$ cat src/rtl/ctl_pkg.sv
package ctl_pkg;

    localparam int OP_W  = 6;
    localparam int FN_W  = 6;
    localparam int ALU_W = 3;
    localparam int DST_W = 2;

    localparam logic [OP_W-1:0] OP_RTYPE = 6'b000000;
    localparam logic [OP_W-1:0] OP_LW    = 6'b100011;
    localparam logic [OP_W-1:0] OP_SW    = 6'b101011;
    localparam logic [OP_W-1:0] OP_BEQ   = 6'b000100;
    localparam logic [OP_W-1:0] OP_BNE   = 6'b000101;
    localparam logic [OP_W-1:0] OP_ADDI  = 6'b001000;
    localparam logic [OP_W-1:0] OP_ANDI  = 6'b001100;
    localparam logic [OP_W-1:0] OP_ORI   = 6'b001101;
    localparam logic [OP_W-1:0] OP_J     = 6'b000010;
    localparam logic [OP_W-1:0] OP_JAL   = 6'b000011;

    localparam logic [FN_W-1:0] FN_ADD = 6'b100000;
    localparam logic [FN_W-1:0] FN_SUB = 6'b100010;
    localparam logic [FN_W-1:0] FN_AND = 6'b100100;
    localparam logic [FN_W-1:0] FN_OR  = 6'b100101;
    localparam logic [FN_W-1:0] FN_SLT = 6'b101010;
    localparam logic [FN_W-1:0] FN_JR  = 6'b001000;

    typedef enum logic [ALU_W-1:0] {
        ALU_ADD = 3'b000,
        ALU_SUB = 3'b001,
        ALU_AND = 3'b010,
        ALU_OR  = 3'b011,
        ALU_SLT = 3'b100
    } alu_op_e;

    typedef enum logic [DST_W-1:0] {
        DST_RT = 2'b00,
        DST_RD = 2'b01,
        DST_RA = 2'b10
    } dst_sel_e;

    typedef struct packed {
        logic     reg_wr;
        dst_sel_e dst;
        logic     alu_src_imm;
        logic     mem_wr;
        logic     mem_to_reg;
        logic     branch;
        logic     branch_ne;
        logic     jump;
        logic     jump_reg;
        logic     link;
        logic     ext_sign;
        alu_op_e  alu_op;
    } ctl_t;

endpackage

$ cat src/rtl/ctl_main_dec.sv
module ctl_main_dec
    import ctl_pkg::*;
(
    input  logic [OP_W-1:0] op_i,
    output ctl_t            ctl_o,
    output logic            rtype_o
);

    always_comb begin
        ctl_o   = '0;
        rtype_o = 1'b0;
        unique case (op_i)
            OP_RTYPE: begin
                rtype_o = 1'b1;
            end
            OP_LW: begin
                ctl_o.reg_wr      = 1'b1;
                ctl_o.dst         = DST_RT;
                ctl_o.alu_src_imm = 1'b1;
                ctl_o.mem_to_reg  = 1'b1;
                ctl_o.ext_sign    = 1'b1;
                ctl_o.alu_op      = ALU_ADD;
            end
            OP_SW: begin
                ctl_o.mem_wr      = 1'b1;
                ctl_o.alu_src_imm = 1'b1;
                ctl_o.ext_sign    = 1'b1;
                ctl_o.alu_op      = ALU_ADD;
            end
            OP_BEQ: begin
                ctl_o.branch   = 1'b1;
                ctl_o.ext_sign = 1'b1;
                ctl_o.alu_op   = ALU_SUB;
            end
            OP_BNE: begin
                ctl_o.branch_ne = 1'b1;
                ctl_o.ext_sign  = 1'b1;
                ctl_o.alu_op    = ALU_SUB;
            end
            OP_ADDI: begin
                ctl_o.reg_wr      = 1'b1;
                ctl_o.alu_src_imm = 1'b1;
                ctl_o.ext_sign    = 1'b1;
                ctl_o.alu_op      = ALU_ADD;
            end
            OP_ANDI: begin
                ctl_o.reg_wr      = 1'b1;
                ctl_o.alu_src_imm = 1'b1;
                ctl_o.alu_op      = ALU_AND;
            end
            OP_ORI: begin
                ctl_o.reg_wr      = 1'b1;
                ctl_o.alu_src_imm = 1'b1;
                ctl_o.alu_op      = ALU_OR;
            end
            OP_J: begin
                ctl_o.jump = 1'b1;
            end
            OP_JAL: begin
                ctl_o.jump   = 1'b1;
                ctl_o.link   = 1'b1;
                ctl_o.reg_wr = 1'b1;
                ctl_o.dst    = DST_RA;
            end
            default: begin
                ctl_o = '0;
            end
        endcase
    end

endmodule

$ cat src/rtl/ctl_fn_dec.sv
module ctl_fn_dec
    import ctl_pkg::*;
(
    input  logic [FN_W-1:0] fn_i,
    output alu_op_e         alu_op_o,
    output logic            arith_ok_o,
    output logic            is_jr_o
);

    always_comb begin
        alu_op_o   = ALU_ADD;
        arith_ok_o = 1'b0;
        is_jr_o    = 1'b0;
        unique case (fn_i)
            FN_ADD: begin alu_op_o = ALU_ADD; arith_ok_o = 1'b1; end
            FN_SUB: begin alu_op_o = ALU_SUB; arith_ok_o = 1'b1; end
            FN_AND: begin alu_op_o = ALU_AND; arith_ok_o = 1'b1; end
            FN_OR:  begin alu_op_o = ALU_OR;  arith_ok_o = 1'b1; end
            FN_SLT: begin alu_op_o = ALU_SLT; arith_ok_o = 1'b1; end
            FN_JR:  begin is_jr_o = 1'b1; end
            default: begin
                alu_op_o   = ALU_ADD;
                arith_ok_o = 1'b0;
                is_jr_o    = 1'b0;
            end
        endcase
    end

endmodule

$ cat src/rtl/ctl_decoder_top.sv
module ctl_decoder_top
    import ctl_pkg::*;
(
    input  logic [5:0] op_i,
    input  logic [5:0] fn_i,
    output logic       reg_wr_o,
    output logic [1:0] dst_sel_o,
    output logic       alu_src_imm_o,
    output logic       mem_wr_o,
    output logic       mem_to_reg_o,
    output logic       branch_o,
    output logic       branch_ne_o,
    output logic       jump_o,
    output logic       jump_reg_o,
    output logic       link_o,
    output logic       ext_sign_o,
    output logic [2:0] alu_op_o
);

    ctl_t    main_ctl;
    ctl_t    sel_ctl;
    logic    is_rtype;
    alu_op_e fn_alu;
    logic    fn_arith;
    logic    fn_jr;

    ctl_main_dec u_main (
        .op_i    (op_i),
        .ctl_o   (main_ctl),
        .rtype_o (is_rtype)
    );

    ctl_fn_dec u_fn (
        .fn_i       (fn_i),
        .alu_op_o   (fn_alu),
        .arith_ok_o (fn_arith),
        .is_jr_o    (fn_jr)
    );

    always_comb begin
        sel_ctl = main_ctl;
        if (is_rtype) begin
            sel_ctl = '0;
            if (fn_arith) begin
                sel_ctl.reg_wr = 1'b1;
                sel_ctl.dst    = DST_RD;
                sel_ctl.alu_op = fn_alu;
            end else if (fn_jr) begin
                sel_ctl.jump_reg = 1'b1;
            end
        end
    end

    assign reg_wr_o      = sel_ctl.reg_wr;
    assign dst_sel_o     = sel_ctl.dst;
    assign alu_src_imm_o = sel_ctl.alu_src_imm;
    assign mem_wr_o      = sel_ctl.mem_wr;
    assign mem_to_reg_o  = sel_ctl.mem_to_reg;
    assign branch_o      = sel_ctl.branch;
    assign branch_ne_o   = sel_ctl.branch_ne;
    assign jump_o        = sel_ctl.jump;
    assign jump_reg_o    = sel_ctl.jump_reg;
    assign link_o        = sel_ctl.link;
    assign ext_sign_o    = sel_ctl.ext_sign;
    assign alu_op_o      = sel_ctl.alu_op;

endmodule

$ cat config.mk
export PLATFORM = sky130hd
export DESIGN_NAME = ctl_decoder_top
export DESIGN_NICKNAME = d
export VERILOG_FILES = /design/src/rtl/ctl_pkg.sv /design/src/rtl/ctl_main_dec.sv /design/src/rtl/ctl_fn_dec.sv /design/src/rtl/ctl_decoder_top.sv
export SDC_FILE = /design/constraint.sdc
export NUM_CORES = 1
export LEC_CHECK = 0
export BUFFER_PORTS_ARGS = -buffer_cell sky130_fd_sc_hd__buf_2
export CORE_AREA = 2 2 39 41
export DETAILED_ROUTE_END_ITERATION = 6
export DIE_AREA = 0 0 41 43
export PLACE_DENSITY = 0.57
export SETUP_SLACK_MARGIN = 0.1
export SYNTH_ARGS = -nofsm -noshare
export SYNTH_HDL_FRONTEND = slang
export SYNTH_SLANG_ARGS = --single-unit
$ cat constraint.sdc
create_clock -name vclk -period 1.7
set_input_delay 0.085 -clock vclk [all_inputs]
set_output_delay 0.085 -clock vclk [all_outputs]
set_load 0.05 [all_outputs]
==> results.toml, run 1 <==
[power_and_ir_drop]
swShare_pct = 65.1
p_switching_uw = 57.6
max-vdd-ir-drop_mv = 0.0611
clockPowerShare_pct = 0
p_int_uw = 30.9
power.share.combinational_pct = 100.0
p_leak_uw = 0.000217
power_density_nw_per_um2 = 192
share_seq_of_total_power_pct = 0

[global_routing]
grt_overflow_total = 0
grtUsageTotal_pct = 10.7
antenna_found_initial = 0
grt_pass1_wl_um = 1440
grt_max_degree = 12
grt_pass1_vias = 366

[timing]
period_minus_slack_ns = 1.30
drv_slew = 0
hold_viol = 0
post-route-period-util_pct = 76.6
setup-tns-final_ns = 0
finalSetupViolCount = 0
fmax_mhz = 768
rsz0062_at_grt = "no"
tightest_slew_ns = 0.273
slew-limit-headroom_pct = 81.7
layout_setup_ws_ns = 0.398

[route]
drtIter0Drc = 6
viasPerCell = 5.06
wl_per_cell_um = 10.6
drt_wl_total_um = 903
first_pass_iters = 4
dr_total_vias = 430
post-route-drc-count = 0
ant_nets = 0

[critical_path]
crit_buf_inv = 2
cp_max_fo = 9
worstSetupPathDepth = 5
startpoint = "op_i[0]"
crit_slowest_cell = "nor4b_2"
path_cells = "buf_2 -> nor4b_2 -> and4_1 -> o21bai_1 -> buf_2"
crit_top_cell = "buf_2"
critPathLaunchType = "input port"
path_class = "input port to primary output"
cp.required_ns = 1.62
cp_slowest_stage_delay_ns = 0.34
cp.arrival_ns = 1.22
crit_family = "simple AND/OR/NAND/NOR gates"
crit_end = "reg_wr_o"
endpoint_kind = "primary output"

[floorplanning]
die_h_um = 43
coreArea_um2 = 1380
die_w_um = 41
dieArea_um2 = 1760
num_rows = 14
initial_core_util_pct = 22.2
io_pins = 27

[logic_synthesis]
netlist_instances = 46
ys_warn_count = 0
synthTopCellsByArea = "nand2b_1 (8.2%), nand4b_1 (5.7%), buf_2 (4.9%)"
postSynthAreaPerCell_um2 = 6.66
synth_area_um2 = 307
syn_nets = 58
synth.top_cell.area_share_pct = 8.16
synth_area_leader_cell = "nand2b_1"
synth_common_cells = "nand2b_1 (4), nor2_1 (4), buf_2 (3)"
ys_seq_area_share_pct = 0
synth_cell_types = 30

[final_layout]
drive_gt1_share_pct = 55.1
syn_to_final_growth_pct = 50.2
final_net_count = 83
stdcell_count = 85
final_core_utilization_pct = 33.3
nClkBuffers = 0
seq_area_um2 = 0
diodes = 0
nFillCells = 160
flops_and_latches = 0

[place]
dp_hpwl_um = 749
io_buffers = 27
gp_congestion = 0.729
dp_slack_ns = 0.392
dp.cells = 85

[clock_network]
post_cts_resize_count = 0
cts_hold_buf = 0
post_cts_buffers = 0

[min_path]
hold_class = "input port to primary output"

[outcome]
outcome = "completed"

[job]
max_cap_violations = 0
==> area by class of cell <==
cell class | count | area [um2] | share of cell area, %
multi-input combinational | 41 | 302 | 65.5
inverter | 1 | 3.75 | 0.815
tap | 16 | 20.0 | 4.35
timing repair buffer | 27 | 135 | 29.3
==> power groups by stage <==
stage	logic, uW	registers, uW	clock network (uW)
after floorplan	57.5	0	0
after global placement	88.2	0	0
after detailed placement	88.6	0	0
after CTS	88.9	0	0
after global routing	96.9	0	0
final	88.6	0	0
==> metal layers <==
layer / track usage, % / up-vias / share of wire (%)
met4: 0 / 0 / 0
li1: - / 217 / -
met1: 15.8 / 199 / 45
met5: 0 / - / 0
met3: 0.524 / 0 / 8.3
met2: 17.5 / 14 / 47
==> how the worst min path moves through the flow <==
stage / from / endpoint / slack, ns / cells past startpoint
final: fn_i[5] / jump_reg_o / 0.52 / 3
after detailed placement: fn_i[5] / jump_reg_o / 0.52 / 3
after floorplan: fn_i[5] / jump_reg_o / 0.27 / 1
after global placement: fn_i[5] / jump_reg_o / 0.53 / 3
after global routing: fn_i[5] / jump_reg_o / 0.54 / 3
after CTS: fn_i[5] / jump_reg_o / 0.53 / 3
==> cells in the final DEF (no fill, tap or decap), drive strengths merged <==
master,count
nand2,1
o21bai,1
nand2b,4
buf,27
nand3b,2
nand4,1
o21ai,3
mux2,1
mux2i,1
nor2,6
nand3,2
nand4b,2
and4,2
nor3b,2
inv,1
a31oi,1
or2b,1
nor4bb,1
nor4,2
a21oi,2
and2,1
nor2b,1
nor4b,1
and3,1
nor3,2
==> metrics by stage <==
step | hold slack, ns | area (um2) | total power (uW)
floorplan | 0.275 | 328 | 57.5
detailed placement | 0.523 | 460 | 88.6
global route | 0.541 | 460 | 96.9
CTS | 0.527 | 460 | 88.9
finish | 0.523 | 460 | 88.6
global placement | 0.527 | 460 | 88.2
==> cells by family after synthesis <==
kind of cell	Yosys count	share of synthesized area, %
and+or+nand+nor	32	71.8
muxes	2	6.94
buffers and inverters	5	8.57
AOI/OAI and AO/OA	7	12.7
Note: power is estimated with default switching activity, not from simulation.
==> run 2: changes to the inputs <==
--- a/config.mk
+++ b/config.mk
@@ -5,11 +5,12 @@
 export SDC_FILE = /design/constraint.sdc
 export NUM_CORES = 1
 export LEC_CHECK = 0
+export ABC_AREA = 1
 export BUFFER_PORTS_ARGS = -buffer_cell sky130_fd_sc_hd__buf_2
 export CORE_AREA = 2 2 39 41
 export DETAILED_ROUTE_END_ITERATION = 6
 export DIE_AREA = 0 0 41 43
-export PLACE_DENSITY = 0.57
+export PLACE_DENSITY = 0.59
 export SETUP_SLACK_MARGIN = 0.1
 export SYNTH_ARGS = -nofsm -noshare
 export SYNTH_HDL_FRONTEND = slang
==> constraint.sdc (replaced) <==
create_clock -name vclk -period 1
set_input_delay 0.05 -clock vclk [all_inputs]
set_output_delay 0.05 -clock vclk [all_outputs]
set_load 0.05 [all_outputs]
==> run 2 against run 1 <==
Net effect:
- non-clock buffer count rose by 16
- critical path depth is 2 higher
- via count increased by 31%
- largest power group unchanged
- largest cell class is now buffers
- critical endpoint is now alu_op_o[0]
- critical path type unchanged
- first-iteration DRC count grew 50%
- highest routed layer unchanged
==> results.toml, run 2 <==
[final_layout]
final_net_count = 121
nFillCells = 115
stdcell_count = 123
drive_gt1_share_pct = 70.1
seq_area_um2 = 0
multiInputGateArea_um2 = 374
final_core_utilization_pct = 64.1
nClkBuffers = 0
mostFrequentLayoutCells = "buf_6 (16), buf_4 (15), nor2_4 (10)"
final_common_cell = "buf_6"
diodes = 0
flops_and_latches = 0
syn_to_final_growth_pct = 198

[power_and_ir_drop]
p_switching_uw = 153
swShare_pct = 54.7
power.share.combinational_pct = 100.0
max-vdd-ir-drop_mv = 0.166
power_uw = 279
power_density_nw_per_um2 = 314
clockPowerShare_pct = 0
p_leak_uw = 0.000451
share_seq_of_total_power_pct = 0
p_int_uw = 126

[critical_path]
cp.required_ns = 0.95
endpoint_kind = "primary output"
path_cells = "buf_4 -> nor2_4 -> nand2_2 -> nor2_4 -> nand3_1 -> nand3_1 -> buf_6"
cp_slowest_stage_delay_ns = 0.16
path_class = "input port to primary output"
cp_max_fo = 4
crit_slowest_cell = "nor2_4"
cp.arrival_ns = 0.90
critPathLaunchType = "input port"

[global_routing]
grtUsageTotal_pct = 14.7
grt_max_degree = 5
antenna_found_initial = 0
grt_pass1_wl_um = 1900
grt_pass1_vias = 504
grt_overflow_total = 0

[timing]
tightest_slew_ns = 0.206
slew-limit-headroom_pct = 86.2
period_minus_slack_ns = 0.947
rsz0062_at_grt = "yes"
finalSetupViolCount = 0
fmax_mhz = 1060
setup-tns-final_ns = 0
post-route-period-util_pct = 94.7
timing.hold.ws_ns = 0.416
hold_viol = 0
drv_slew = 0

[min_path]
hold_end = "branch_o"
min_delay_path_depth = 3
worstHoldStart = "op_i[0]"
hold_class = "input port to primary output"

[route]
viasPerCell = 4.59
drtIter0Drc = 9
wl_per_cell_um = 11.1
dr_total_vias = 564
drt_wl_total_um = 1370
post-route-drc-count = 0
ant_nets = 0
first_pass_iters = 4

[place]
gp_congestion = 0.772
dp.cells = 120
io_buffers = 27
dp_hpwl_um = 896

[floorplanning]
coreArea_um2 = 1380
die_w_um = 41
io_pins = 27
die_h_um = 43
num_rows = 14
dieArea_um2 = 1760
initial_core_util_pct = 21.5

[logic_synthesis]
synth_cell_types = 12
synth_most_common_cell = "inv_1"
ys_seq_area_share_pct = 0
synth_common_cells = "inv_1 (16), nand3_1 (13), nor2_1 (13)"
synth_area_um2 = 298
postSynthAreaPerCell_um2 = 4.58
synthTopCellsByArea = "nand3_1 (22%), inv_1 (20%), nor2_1 (16%)"
synth_area_leader_cell = "nand3_1"
syn_nets = 77
synth.top_cell.area_share_pct = 21.8
ys_warn_count = 0
netlist_instances = 65

[outcome]
outcome = "completed"

[job]
max_cap_violations = 0
[run 2: per-stage QoR]
stage,worst slack [ns],instance area [um2]
final,0.0530,887
after global routing,-0.00510,887
after CTS,0.0606,767
after detailed placement,-0.0826,577
after global placement,-0.0821,577
after floorplan,-0.144,332
[run 2: routing by layer]
| layer | wire, um | GRT usage [%] | vias up |
|---|---|---|---|
| met3 | 86 | 1.05 | 0 |
| met1 | 478 | 17.1 | 248 |
| met2 | 804 | 28.4 | 24 |
| met5 | 0 | 0 | - |
| met4 | 0 | 0 | 0 |
| li1 | - | - | 292 |
[run 2: timing repair]
action,4_1_cts,5_1_grt
pin swaps,16,10
resized for setup,54,33
endpoints found under the setup margin,15,15
hold buffers,0,0
buffers inserted,2,1
[run 2: layout make-up]
class | instances | area share, %
timing repair buffer | 43 | 47.7
inverter | 17 | 7.90
tap | 16 | 2.26
multi-input combinational | 47 | 42.2
[run 2: logic make-up after synthesis]
kind of cell,after synthesis,synth area share (%)
buffers and inverters,18,24.0
AO/OA/AOI/OAI,1,4.20
AND/OR/NAND/NOR,46,71.9
[run 2: how the worst max path moves through the flow]
stage,startpoint,end,slack [ns],cells past startpoint
2_1_floorplan,op_i[5],branch_ne_o,-0.14,5
3_3_place_gp,op_i[3],alu_op_o[1],-0.08,7
3_5_place_dp,op_i[3],alu_op_o[1],-0.08,7
4_1_cts,op_i[4],branch_o,0.06,7
5_1_grt,op_i[2],alu_op_o[0],-0.005,7
6_report,op_i[0],alu_op_o[0],0.05,7
[run 2: worst max-delay path: cells and delay by family]
family,cells,cell delay [ns]
simple gates,5,0.55
buf+inv,2,0.30
[run 2: power groups by stage]
stage	Sequential (uW)	Combinational [uW]	Clock [uW]
after global placement	0	181	0
after CTS	0	240	0
after floorplan	0	92.0	0
after global routing	0	298	0
final	0	279	0
after detailed placement	0	183	0
==> run 3: changes to the inputs <==
--- a/config.mk
+++ b/config.mk
@@ -10,7 +10,7 @@
 export CORE_AREA = 2 2 39 41
 export DETAILED_ROUTE_END_ITERATION = 6
 export DIE_AREA = 0 0 41 43
-export PLACE_DENSITY = 0.59
+export PLACE_DENSITY = 0.57
 export SETUP_SLACK_MARGIN = 0.1
 export SYNTH_ARGS = -nofsm -noshare
 export SYNTH_HDL_FRONTEND = slang
==> constraint.sdc (replaced) <==
create_clock -name vclk -period 1.25
set_input_delay 0.0625 -clock vclk [all_inputs]
set_output_delay 0.0625 -clock vclk [all_outputs]
set_load 0.05 [all_outputs]
==> run 3 against run 2 <==
Net effect:
- design area decreased by 46%
- power down 57%
- setup slack improved by 0.12 ns
- flip-flop and latch count is the same
- worst hold slack better by 0.041 ns
- via count shrank 13%
- largest power group unchanged
- highest routed layer unchanged
- combinational power is 57% lower
- die area stayed put
- critical path depth unchanged
- global-route usage down 3.9 points
==> results.toml, run 3 (synthesized netlist as in run 2, its figures left out) <==
[power_and_ir_drop]
p_leak_uw = 0.000334
power_density_nw_per_um2 = 253
max-vdd-ir-drop_mv = 0.0878

[place]
gp_congestion = 0.712
io_buffers = 27
dp_hpwl_um = 775

[final_layout]
nClkBuffers = 0
seq_area_um2 = 0
flops_and_latches = 0
mostFrequentLayoutCells = "buf_2 (20), inv_1 (16), nand3_1 (13)"
diodes = 0
drive_gt1_share_pct = 37.4
syn_to_final_growth_pct = 60.1
final_net_count = 105
final_common_cell = "buf_2"

[timing]
timing.hold.ws_ns = 0.457
period_minus_slack_ns = 1.07
post-route-period-util_pct = 85.9
slew-limit-headroom_pct = 83.5
tightest_slew_ns = 0.249
hold_viol = 0
setup-tns-final_ns = 0
fmax_mhz = 931
drv_slew = 0
finalSetupViolCount = 0
rsz0062_at_grt = "no"

[critical_path]
cp.required_ns = 1.19
critPathLaunchType = "input port"
endpoint_kind = "primary output"
path_class = "input port to primary output"
cp.arrival_ns = 1.01
cp_max_fo = 5

[outcome]
outcome = "completed"

[route]
ant_nets = 0
dr_total_vias = 488
first_pass_iters = 4
drtIter0Drc = 6
viasPerCell = 4.56
drt_wl_total_um = 881
post-route-drc-count = 0
wl_per_cell_um = 8.23

[global_routing]
grt_pass1_wl_um = 1460
grtUsageTotal_pct = 10.8
grt_pass1_vias = 407
antenna_found_initial = 0
grt_max_degree = 6
grt_overflow_total = 0

[clock_network]
cts_hold_buf = 0
post_cts_resize_count = 0
post_cts_buffers = 0

[floorplanning]
initial_core_util_pct = 21.5
coreArea_um2 = 1380
num_rows = 14
die_h_um = 43
die_w_um = 41
dieArea_um2 = 1760
io_pins = 27

[job]
max_cap_violations = 0

[min_path]
hold_class = "input port to primary output"
==> run 3: critical path, cell delays in order <==
cell and delay [ns]:
buf_2 0.13, nor2_4 0.14, inv_1 0.09, nor2_2 0.16, inv_2 0.07, o22ai_2 0.11
clkbuf_4 0.25
==> run 3: stage by stage <==
| stage | instances | util, % | setup WS, ns | cell area (um2) | power (uW) |
|---|---|---|---|---|---|
| 2_1_floorplan | 65 | - | 0.0721 | 304 | 71.0 |
| 3_3_place_gp | 107 | 32.6 | 0.0857 | 452 | 115 |
| 3_5_place_dp | 107 | 32.6 | 0.129 | 452 | 116 |
| 4_1_cts | 107 | 32.6 | 0.122 | 452 | 116 |
| 5_1_grt | 107 | 34.4 | 0.0948 | 477 | 133 |
| 6_report | 107 | 34.4 | 0.176 | 477 | 120 |
==> run 3: path summary, 6_finish.rpt <==
kind / from / to / slack, ns / cells after the start
max: op_i[5] / alu_op_o[1] / 0.18 / 7
min: op_i[0] / branch_o / 0.46 / 3
==> run 3: layer usage <==
metal  up-vias  track usage (%)  part of all wire (%)
li1        258                -                     -
met4         0                0                     0
met1       214             13.9                    40
met5         -                0                     0
met3         0             1.05                   8.6
met2        16             19.4                    52
==> run 3: final cells by class <==
class / instances / area, um2
repair buffers: 27 / 153
multi-input cells: 47 / 240
fillers: 165 / 907
inverters: 17 / 63.8
well taps: 16 / 20.0
==> run 3: where the power goes <==
| part | total, uW | internal, uW | switching (uW) | leakage [uW] |
|---|---|---|---|---|
| sequential | 0 | 0 | 0 | 0 |
| clock | 0 | 0 | 0 | 0 |
| combinational | 120 | 38.2 | 82.3 | 0.000334 |
| total | 120 | 38.2 | 82.3 | 0.000334 |
